### config.mk
export PLATFORM = sky130hd
export DESIGN_NAME = eth_event_ctrl
export DESIGN_NICKNAME = d
export VERILOG_FILES = /design/src/rtl/eth_evt_pkg.sv /design/src/rtl/evt_gstop_track.sv /design/src/rtl/evt_status_reg.sv /design/src/rtl/evt_mask_irq.sv /design/src/rtl/eth_event_ctrl.sv
export SDC_FILE = /design/constraint.sdc
export NUM_CORES = 1
export LEC_CHECK = 0
export ABC_AREA = 1
export BUFFER_PORTS_ARGS = -buffer_cell sky130_fd_sc_hd__buf_4
export CAP_MARGIN = 15
export CORE_ASPECT_RATIO = 1.2
export CORE_MARGIN = 2
export CORE_UTILIZATION = 50
export CTS_CLUSTER_SIZE = 10
export DETAILED_ROUTE_END_ITERATION = 6
export PLACE_DENSITY = 0.79
export SETUP_SLACK_MARGIN = 0.5
export SLEW_MARGIN = 20
export SYNTH_ARGS = -nofsm -noshare
export SYNTH_HDL_FRONTEND = slang
export SYNTH_HIERARCHICAL = 1
export SYNTH_SLANG_ARGS = --single-unit
### constraint.sdc
create_clock -name clk -period 1.7 [get_ports clk]
set_input_delay 0.17 -clock clk [delete_from_list [all_inputs] [get_ports clk]]
set_output_delay 0.17 -clock clk [all_outputs]
set_load 0.02 [all_outputs]
### src/rtl/eth_evt_pkg.sv
package eth_evt_pkg;
  localparam int unsigned REG_W   = 16;
  localparam int unsigned NUM_SRC = 6;

  typedef logic [REG_W-1:0] reg_t;

  // source index -> event bit position
  function automatic int unsigned src_pos(input int unsigned idx);
    case (idx)
      0:       return 8;   // graceful stop complete
      1:       return 11;  // transmit error
      2:       return 12;  // receive frame
      3:       return 13;  // busy
      4:       return 14;  // transmit buffer
      default: return 15;  // receive buffer
    endcase
  endfunction

  // sources that feed a given bit position
  function automatic logic [NUM_SRC-1:0] srcs_at(input int unsigned pos);
    logic [NUM_SRC-1:0] m;
    m = '0;
    for (int unsigned i = 0; i < NUM_SRC; i++)
      if (src_pos(i) == pos) m[i] = 1'b1;
    return m;
  endfunction

  function automatic reg_t impl_bits();
    reg_t m;
    m = '0;
    for (int unsigned i = 0; i < NUM_SRC; i++) m[src_pos(i)] = 1'b1;
    return m;
  endfunction

  localparam reg_t IMPL_MASK = impl_bits();
endpackage

### src/rtl/evt_gstop_track.sv
module evt_gstop_track (
  input  logic clk,
  input  logic rst,
  input  logic stop_cmd,
  input  logic frame_active,
  output logic done
);
  logic waiting_q;

  always_ff @(posedge clk) begin
    if (rst)
      waiting_q <= 1'b0;
    else if (!frame_active)
      waiting_q <= 1'b0;
    else if (stop_cmd)
      waiting_q <= 1'b1;
  end

  assign done = (stop_cmd | waiting_q) & ~frame_active;

  // idle transmitter completes the stop at once
  assert_stop_idle_R5: assert property (@(posedge clk) disable iff (rst)
    (stop_cmd && !frame_active) |-> done)
    else $error("graceful stop not immediate while idle");

  // no completion while a frame is still on the wire
  assert_stop_wait_R6: assert property (@(posedge clk) disable iff (rst)
    frame_active |-> !done)
    else $error("graceful stop completed during a frame");

  // a pending stop completes on the edge where the frame has ended
  assert_stop_pending_R6: assert property (@(posedge clk) disable iff (rst)
    ($past(frame_active) && $past(stop_cmd) && !frame_active) |-> done)
    else $error("pending graceful stop lost");
endmodule

### src/rtl/evt_status_reg.sv
module evt_status_reg
  import eth_evt_pkg::*;
#(
  parameter int unsigned W     = REG_W,
  parameter int unsigned N_SRC = NUM_SRC
) (
  input  logic             clk,
  input  logic             rst,
  input  logic [N_SRC-1:0] src_pulse,
  input  logic             clr_en,
  input  logic [W-1:0]     clr_data,
  output logic [W-1:0]     evt_q
);
  localparam logic [W-1:0] IMPL = W'(IMPL_MASK);

  logic [W-1:0] set_vec;
  logic [W-1:0] clr_vec;

  for (genvar g = 0; g < W; g++) begin : g_set
    localparam logic [N_SRC-1:0] SEL = N_SRC'(srcs_at(g));
    assign set_vec[g] = |(src_pulse & SEL);
  end

  assign clr_vec = clr_en ? clr_data : '0;

  always_ff @(posedge clk) begin
    if (rst) evt_q <= '0;
    else     evt_q <= ((evt_q & ~clr_vec) | set_vec) & IMPL;
  end

  // bits written with one (and not set at the same time) are cleared
  assert_w1c_R2: assert property (@(posedge clk) disable iff (rst)
    (clr_en && |(clr_data & IMPL & ~set_vec))
      |=> ((evt_q & $past(clr_data & IMPL & ~set_vec)) == '0))
    else $error("write-one-to-clear failed");

  // hardware set always lands, even against a clear
  assert_set_wins_R9: assert property (@(posedge clk) disable iff (rst)
    (|set_vec) |=> ((evt_q & $past(set_vec)) == $past(set_vec)))
    else $error("event set lost");
endmodule

### src/rtl/evt_mask_irq.sv
module evt_mask_irq
  import eth_evt_pkg::*;
#(
  parameter int unsigned W = REG_W
) (
  input  logic         clk,
  input  logic         rst,
  input  logic         mask_wr,
  input  logic [W-1:0] mask_wdata,
  input  logic [W-1:0] evt,
  output logic [W-1:0] mask_q,
  output logic         irq
);
  localparam logic [W-1:0] IMPL = W'(IMPL_MASK);

  always_ff @(posedge clk) begin
    if (rst) begin
      mask_q <= '0;
      irq    <= 1'b0;
    end else begin
      if (mask_wr) mask_q <= mask_wdata & IMPL;
      irq <= |(evt & mask_q);
    end
  end

  // request follows enabled pending events one cycle later
  assert_irq_follow_R4: assert property (@(posedge clk) disable iff (rst)
    1'b1 |=> (irq == $past(|(evt & mask_q))))
    else $error("interrupt does not track enabled events");

  // request held while any enabled event is still pending
  assert_irq_hold_R4: assert property (@(posedge clk) disable iff (rst)
    (irq && |(evt & mask_q)) |=> irq)
    else $error("interrupt dropped with enabled event pending");
endmodule

### src/rtl/eth_event_ctrl.sv
module eth_event_ctrl
  import eth_evt_pkg::*;
(
  input  logic             clk,
  input  logic             rst,
  input  logic             bus_wr,
  input  logic             bus_sel,
  input  logic [REG_W-1:0] bus_wdata,
  output logic [REG_W-1:0] bus_rdata,
  input  logic             stop_cmd,
  input  logic             frame_active,
  input  logic             tx_err_pulse,
  input  logic             rx_frame_pulse,
  input  logic             busy_pulse,
  input  logic             txbuf_pulse,
  input  logic             rxbuf_pulse,
  output logic             irq
);
  logic               gstop_done;
  logic [NUM_SRC-1:0] src_pulse;
  reg_t               evt_q;
  reg_t               mask_q;

  evt_gstop_track u_gstop (
    .clk          (clk),
    .rst          (rst),
    .stop_cmd     (stop_cmd),
    .frame_active (frame_active),
    .done         (gstop_done)
  );

  // index order matches eth_evt_pkg::src_pos
  assign src_pulse = {rxbuf_pulse, txbuf_pulse, busy_pulse,
                      rx_frame_pulse, tx_err_pulse, gstop_done};

  evt_status_reg #(.W(REG_W), .N_SRC(NUM_SRC)) u_evt (
    .clk       (clk),
    .rst       (rst),
    .src_pulse (src_pulse),
    .clr_en    (bus_wr & ~bus_sel),
    .clr_data  (bus_wdata),
    .evt_q     (evt_q)
  );

  evt_mask_irq #(.W(REG_W)) u_mask (
    .clk        (clk),
    .rst        (rst),
    .mask_wr    (bus_wr & bus_sel),
    .mask_wdata (bus_wdata),
    .evt        (evt_q),
    .mask_q     (mask_q),
    .irq        (irq)
  );

  always_ff @(posedge clk) begin
    if (rst) bus_rdata <= '0;
    else     bus_rdata <= bus_sel ? mask_q : evt_q;
  end

  // reserved positions never appear on the read port
  assert_rsvd_zero_R8: assert property (@(posedge clk) disable iff (rst)
    (bus_rdata & ~IMPL_MASK) == '0)
    else $error("reserved bit read as one");
endmodule

==> out/results.ini, run 1 <==
[status]
status=completed

[yosys]
synth_seq_cells=30
ys_seq_area_frac=0.435
synth_compound_area_frac=0.0499
synth_cells=202
synth_adder_area_share=0
yosysTopAreaCell=dfxtp_1
syn-cell-area_um2=1380
synthTopCellsByArea=dfxtp_1, nand2_1, buf_4
yosys.area_share.simple=0.286
synthMuxAreaShare=0
synth_cell_type_count=11
synth_top_area_frac=0.435
syn_avg_cell_area_um2=6.83
synth_top_family_by_area=simple AND/OR/NAND/NOR gates
yosysWarnings=6
synth-xor-area-share=0

[cts]
cts_tree=yes
path_clk_slew_ns=0.08
clock_path_buffers=2
clk_latency_ns=0.32
cts_num_sinks=30
post_cts_resized=0
hold_buffers=0
cts_setup_buffers=0
clockRootBuffer=clkbuf_4
h-tree-depth=2
cts_buffers=5

[finish]
nets=262
fin_area_um2=1580
syn_to_final_growth_pct=14.4
fillers=256
drive_above_1_share=0.183
diodes=0
multi_input_area_um2=539
seqCellArea_um2=601

[sta]
rsz0062_at_grt=false
fmax_mhz=1040
final-max-slew-violation-count=0
setup_viol=0
fin_tns_setup_ns=0
min_period_ns=0.957
hold_viol=0
timing.final.crit_share=0.563
skew_ns=0.00239

[place]
gp_congestion=0.744
hpwl_mm=1.43
placed_area_um2=1530
port_buffers=33

[worst_setup_path]
worstRegToRegCells=4
critPathBufInv=1
critPathTopFamily=flip-flops
start_kind=register
end_kind=output port
crit_type=reg -> out
rrSetupSlack_ns=0.96
cp.required_ns=1.53
cp_max_fo=1
cp_slowest_cell=dfxtp_1
rr_endpoint=u_mask/irq
arrival_ns=0.79
cp_slowest_stage_delay_ns=0.33
path_cells=buf_4
reg2reg_from=u_evt/evt_q[8]

[floorplan]
die_x_um=52.0
die_h_um=61.6
initial_core_util=0.535
die_area_um2=3200
rows=20
ios=44
core_area_um2=2580

[power_and_ir_drop]
leakagePower_nw=0.817
ir_drop_uv=575
pwr_density_cell_nw_per_um2=861

[global_routing]
grt_start_max_net_pins=35
grt_pass1_wl_mm=3.50
antenna_found_initial=0
grt_pass1_vias=872
grt_use_total=0.156
grt.overflow.total=0

[detailed_routing]
viasPerCell=3.92
final_antenna_net_count=0
vias=1050
drt_iter0_markers=7
totalWireLength_mm=2.05
drc=0
first_pass_iters=4
wl_per_cell_um=7.63

[min_path]
hold_depth=3
min_from=frame_active
worstHoldEndpoint=u_gstop/waiting_q
hp-class=in -> reg

[run]
cap_viol_max_count=0

-- cell type report --
type	count	area share
sequential	30	0.380
inverter	28	0.0666
clock buffer	7	0.0285
timing repair buffer	33	0.157
tap	33	0.0261
multi-input combinational	137	0.342
-- per-layer routing --
metal,wire length [um],GRT usage,vias up
li1,-,-,612
met1,916,0.169,400
met2,921,0.246,31
met3,161,0.0777,7
met4,46,0.0902,0
met5,0,0,-
-- through the flow --
stage | utilization | cells | hold WS, ns | power, mW | worst slack [ns]
after floorplan | - | 220 | 0.232 | 0.954 | 0.753
after global placement | 0.595 | 261 | 0.398 | 0.996 | 0.632
after detailed placement | 0.595 | 261 | 0.403 | 1.00 | 0.616
after CTS | 0.613 | 268 | 0.0558 | 1.38 | 0.726
after global routing | 0.613 | 268 | 0.0533 | 1.44 | 0.701
final | 0.613 | 268 | 0.0665 | 1.36 | 0.743
-- how the worst max path moves through the flow --
| stage | cells past startpoint | from | endpoint | slack, ns |
|---|---|---|---|---|
| 2_1_floorplan | 6 | bus_sel | u_evt/evt_q[14] | 0.75 |
| 3_3_place_gp | 5 | bus_sel | u_evt/evt_q[14] | 0.63 |
| 3_5_place_dp | 6 | bus_sel | u_mask/mask_q[13] | 0.62 |
| 4_1_cts | 1 | bus_rdata[12] | bus_rdata[12] | 0.73 |
| 5_1_grt | 1 | bus_rdata[15] | bus_rdata[15] | 0.70 |
| 6_report | 1 | u_mask/irq | irq | 0.74 |
-- cells in the mapped netlist --
library cell / instances
inv_2: 2
nor2_1: 35
conb_1: 2
nand2_1: 67
a21oi_2: 1
dfxtp_1: 30
a21oi_1: 12
inv_1: 26
nor2_2: 2
buf_4: 21
buf_6: 4
-- placed cells by master (no fill, tap or decap) --
| master | synthesis | final |
|---|---|---|
| clkbuf_4 | 0 | 5 |
| clkbuf_1 | 0 | 2 |
| inv_1 | 26 | 26 |
| inv_2 | 2 | 2 |
| nand2_1 | 67 | 67 |
| a21oi_1 | 12 | 12 |
| nor2_2 | 2 | 2 |
| buf_4 | 21 | 33 |
| nor2_1 | 35 | 35 |
| conb_1 | 2 | 20 |
| dfxtp_1 | 30 | 30 |
| a21oi_2 | 1 | 1 |
-- power by group --
group          leakage (nW)  total, mW  switching (mW)  internal (mW)
Clock                0.0254      0.377           0.221          0.156
Sequential            0.249      0.767          0.0196          0.747
Combinational         0.543      0.216           0.122         0.0937
Total                 0.817       1.36           0.363          0.996
-- flip-flops by register name, summed over array words and instances, names as in the netlist --
register / count
bus_rdata: 16
u_evt/evt_q: 6
u_gstop/waiting_q: 1
u_mask/irq: 1
u_mask/mask_q: 6
-- kinds of logic after synthesis --
logic type      after synthesis
simple gates                104
compound gates               13
flops                        30
other cells                   2
buf+inv                      53
(Power assumes the default switching activity.)
==> inputs of run 2 (changes only) <==
--- a/config.mk
+++ b/config.mk
@@ -10,10 +10,10 @@
 export CAP_MARGIN = 15
 export CORE_ASPECT_RATIO = 1.2
 export CORE_MARGIN = 2
-export CORE_UTILIZATION = 50
+export CORE_UTILIZATION = 45
 export CTS_CLUSTER_SIZE = 10
 export DETAILED_ROUTE_END_ITERATION = 6
-export PLACE_DENSITY = 0.79
+export PLACE_DENSITY = 0.75
 export SETUP_SLACK_MARGIN = 0.5
 export SLEW_MARGIN = 20
 export SYNTH_ARGS = -nofsm -noshare
==> constraint.sdc (replaced) <==
create_clock -name clk -period 0.8 [get_ports clk]
set_input_delay 0.08 -clock clk [delete_from_list [all_inputs] [get_ports clk]]
set_output_delay 0.08 -clock clk [all_outputs]
set_load 0.02 [all_outputs]
==> out/results.ini, run 2 (synthesis gave the netlist of run 1 again) <==
[status]
status=complete, but fails checks  ; was completed
violations=hold timing, setup timing

[worst_setup_path]
cp_slowest_cell=dfxtp_4  ; was dfxtp_1
end_kind=output port  ; unchanged
worst-path-stages=1  ; unchanged
rrSetupSlack_ns=0.05  ; was 0.96 ns
cp_slowest_stage_delay_ns=0.35  ; was 0.33 ns
cp.required_ns=0.72  ; was 1.53 ns
critPathBufInv=1  ; unchanged
arrival_ns=0.80  ; was 0.79 ns
crit_type=reg -> out  ; unchanged
path_cells=buf_6  ; was buf_4
start_kind=register  ; unchanged
rr_endpoint=u_mask/irq  ; unchanged
critPathTopFamily=flip-flops  ; unchanged
reg2reg_from=u_mask/mask_q[12]  ; was u_evt/evt_q[8]
cp_max_fo=1  ; unchanged
worstRegToRegCells=4  ; unchanged

[global_routing]
antenna_found_initial=0  ; unchanged
grt_use_total=0.146  ; was 0.156
grt_pass1_vias=920  ; was 872
grt.overflow.total=0  ; unchanged
grt_pass1_wl_mm=3.61  ; was 3.50 mm
grt_start_max_net_pins=17  ; was 35

[detailed_routing]
totalWireLength_mm=2.39  ; was 2.05 mm
drc=0  ; unchanged
final_antenna_net_count=0  ; unchanged
viasPerCell=4.10  ; was 3.92
first_pass_iters=4  ; unchanged
wl_per_cell_um=8.58  ; was 7.63 um
drt_iter0_markers=20  ; was 7
vias=1145  ; was 1050

[finish]
final_cell_mix=nand2_1, nor2_1, buf_6  ; was nand2_1, nor2_1, buf_4
syn_to_final_growth_pct=39.0  ; was 14.4%
diodes=0  ; unchanged
final_common_cell=nand2_1  ; unchanged
largest_reg_flops=16  ; unchanged
fillers=285  ; was 256
fin_area_um2=1920  ; was 1580 um^2
nets=269  ; was 262
reg.largest.list=bus_rdata: 16 flops, u_evt/evt_q: 6 flops, u_mask/mask_q: 6 flops  ; unchanged
utilization=0.639  ; was 0.613
regMostFlops=bus_rdata  ; unchanged
drive_above_1_share=0.457  ; was 0.183

[cts]
clock_path_buffers=2  ; unchanged
cts_num_sinks=30  ; unchanged
clk_latency_ns=0.32  ; about the same
cts_tree=yes  ; unchanged
h-tree-depth=2  ; unchanged
clockRootBuffer=clkbuf_4  ; unchanged
path_clk_slew_ns=0.09  ; was 0.08 ns
cts_buffers=5  ; unchanged

[floorplan]
die_x_um=54.6  ; was 52.0 um
initial_core_util=0.460  ; was 0.535
ios=44  ; unchanged
die_h_um=64.7  ; was 61.6 um
die_area_um2=3530  ; was 3200 um^2
core_area_um2=3000  ; was 2580 um^2
rows=22  ; was 20

[place]
hpwl_mm=1.59  ; was 1.43 mm
placed_area_um2=1640  ; was 1530 um^2
dp_slack_ns=0.0822  ; was 0.616 ns
gp_congestion=0.748  ; was 0.744
port_buffers=33  ; unchanged

[min_path]
worstHoldEndpoint=u_gstop/waiting_q  ; unchanged
hold_depth=3  ; unchanged
hp-class=in -> reg  ; unchanged
min_from=stop_cmd  ; was frame_active

[power_and_ir_drop]
total_power_mw=3.17  ; was 1.36 mW
clock_power_share=0.294  ; was 0.277
pwr-share-comb=0.190  ; was 0.159
p_int_mw=2.30  ; was 996 uW
power_switching_uw=868  ; was 363 uW
leakagePower_nw=0.909  ; was 0.817 nW
ir_drop_uv=1260  ; was 575 uV
seq_power_share=0.517  ; was 0.564
pwr_density_cell_nw_per_um2=1650  ; was 861 nW/um^2
sw_frac_of_total=0.274  ; was 0.267

[sta]
timing.final.crit_share=1.10
fmax_mhz=1140
setup_viol=17  ; was 0
whs_ns=-0.0285  ; was 0.0665 ns
skew_ns=0.00914  ; was 0.00239 ns
hold_viol=5  ; was 0
worst_slack_ns=-0.0789  ; was 0.743 ns
final-max-slew-violation-count=0  ; unchanged
rsz0062_at_grt=true  ; was false
min_period_ns=0.879

[run]
cap_viol_max_count=0  ; unchanged

==> run 2: metal layers <==
metal / track usage / share of wire / up-vias
li1: - / - / 628
met1: 0.146 / 0.39 / 476
met2: 0.239 / 0.53 / 33
met3: 0.0714 / 0.060 / 8
met4: 0.0750 / 0.022 / 0
met5: 0 / 0 / -
==> run 2: per-stage QoR <==
stage	cells	setup TNS, ns
detailed placement	268	0
finish	279	-1.24
global placement	268	0
global route	279	-2.12
CTS	277	-1.63
floorplan	220	0
==> run 2: repair_timing <==
item                                    in CTS  in global routing
pin swaps                                    8                 13
setup buffers                                1                  1
endpoints found under the setup margin      47                 43
gates resized for setup                     39                 27
endpoints found under the hold margin       10                  9
cloned                                       0                  1
==> run 2: worst max-delay path by stage <==
stage               startpoint                 to  slack, ns
2_1_floorplan          bus_sel  u_mask/mask_q[11]       0.09
3_5_place_dp   u_evt/evt_q[13]         u_mask/irq       0.08
3_3_place_gp    u_evt/evt_q[8]         u_mask/irq       0.09
6_report            u_mask/irq                irq      -0.08
5_1_grt             u_mask/irq                irq      -0.13
4_1_cts           bus_rdata[4]       bus_rdata[4]      -0.10
==> run 2: final cells by class <==
| cell class | count | area (um^2) | share of cell area |
|---|---|---|---|
| Clock buffer | 7 | 55.1 | 0.0287 |
| Clock inverter | 1 | 5.00 | 0.00261 |
| Inverter | 28 | 110 | 0.0574 |
| Multi-Input combinational cell | 137 | 614 | 0.320 |
| Sequential cell | 30 | 681 | 0.355 |
| Tap cell | 36 | 45.0 | 0.0235 |
| Timing Repair Buffer | 40 | 408 | 0.213 |
==> run 2: worst register-to-register path, stage by stage, from the launching register on <==
cell and delay (ns):
dfxtp_2 0.35, nand2_2 0.06, nand2_2 0.06, nor2_2 0.12, a21oi_2 0.06
==> run 2: power groups by stage <==
stage / combinational, mW / sequential, mW / clock, mW
after floorplan: 0.305 / 1.72 / 0
after global placement: 0.478 / 1.65 / 0
after detailed placement: 0.487 / 1.65 / 0
after CTS: 0.547 / 1.63 / 0.980
after global routing: 0.666 / 1.65 / 1.07
final: 0.602 / 1.64 / 0.931
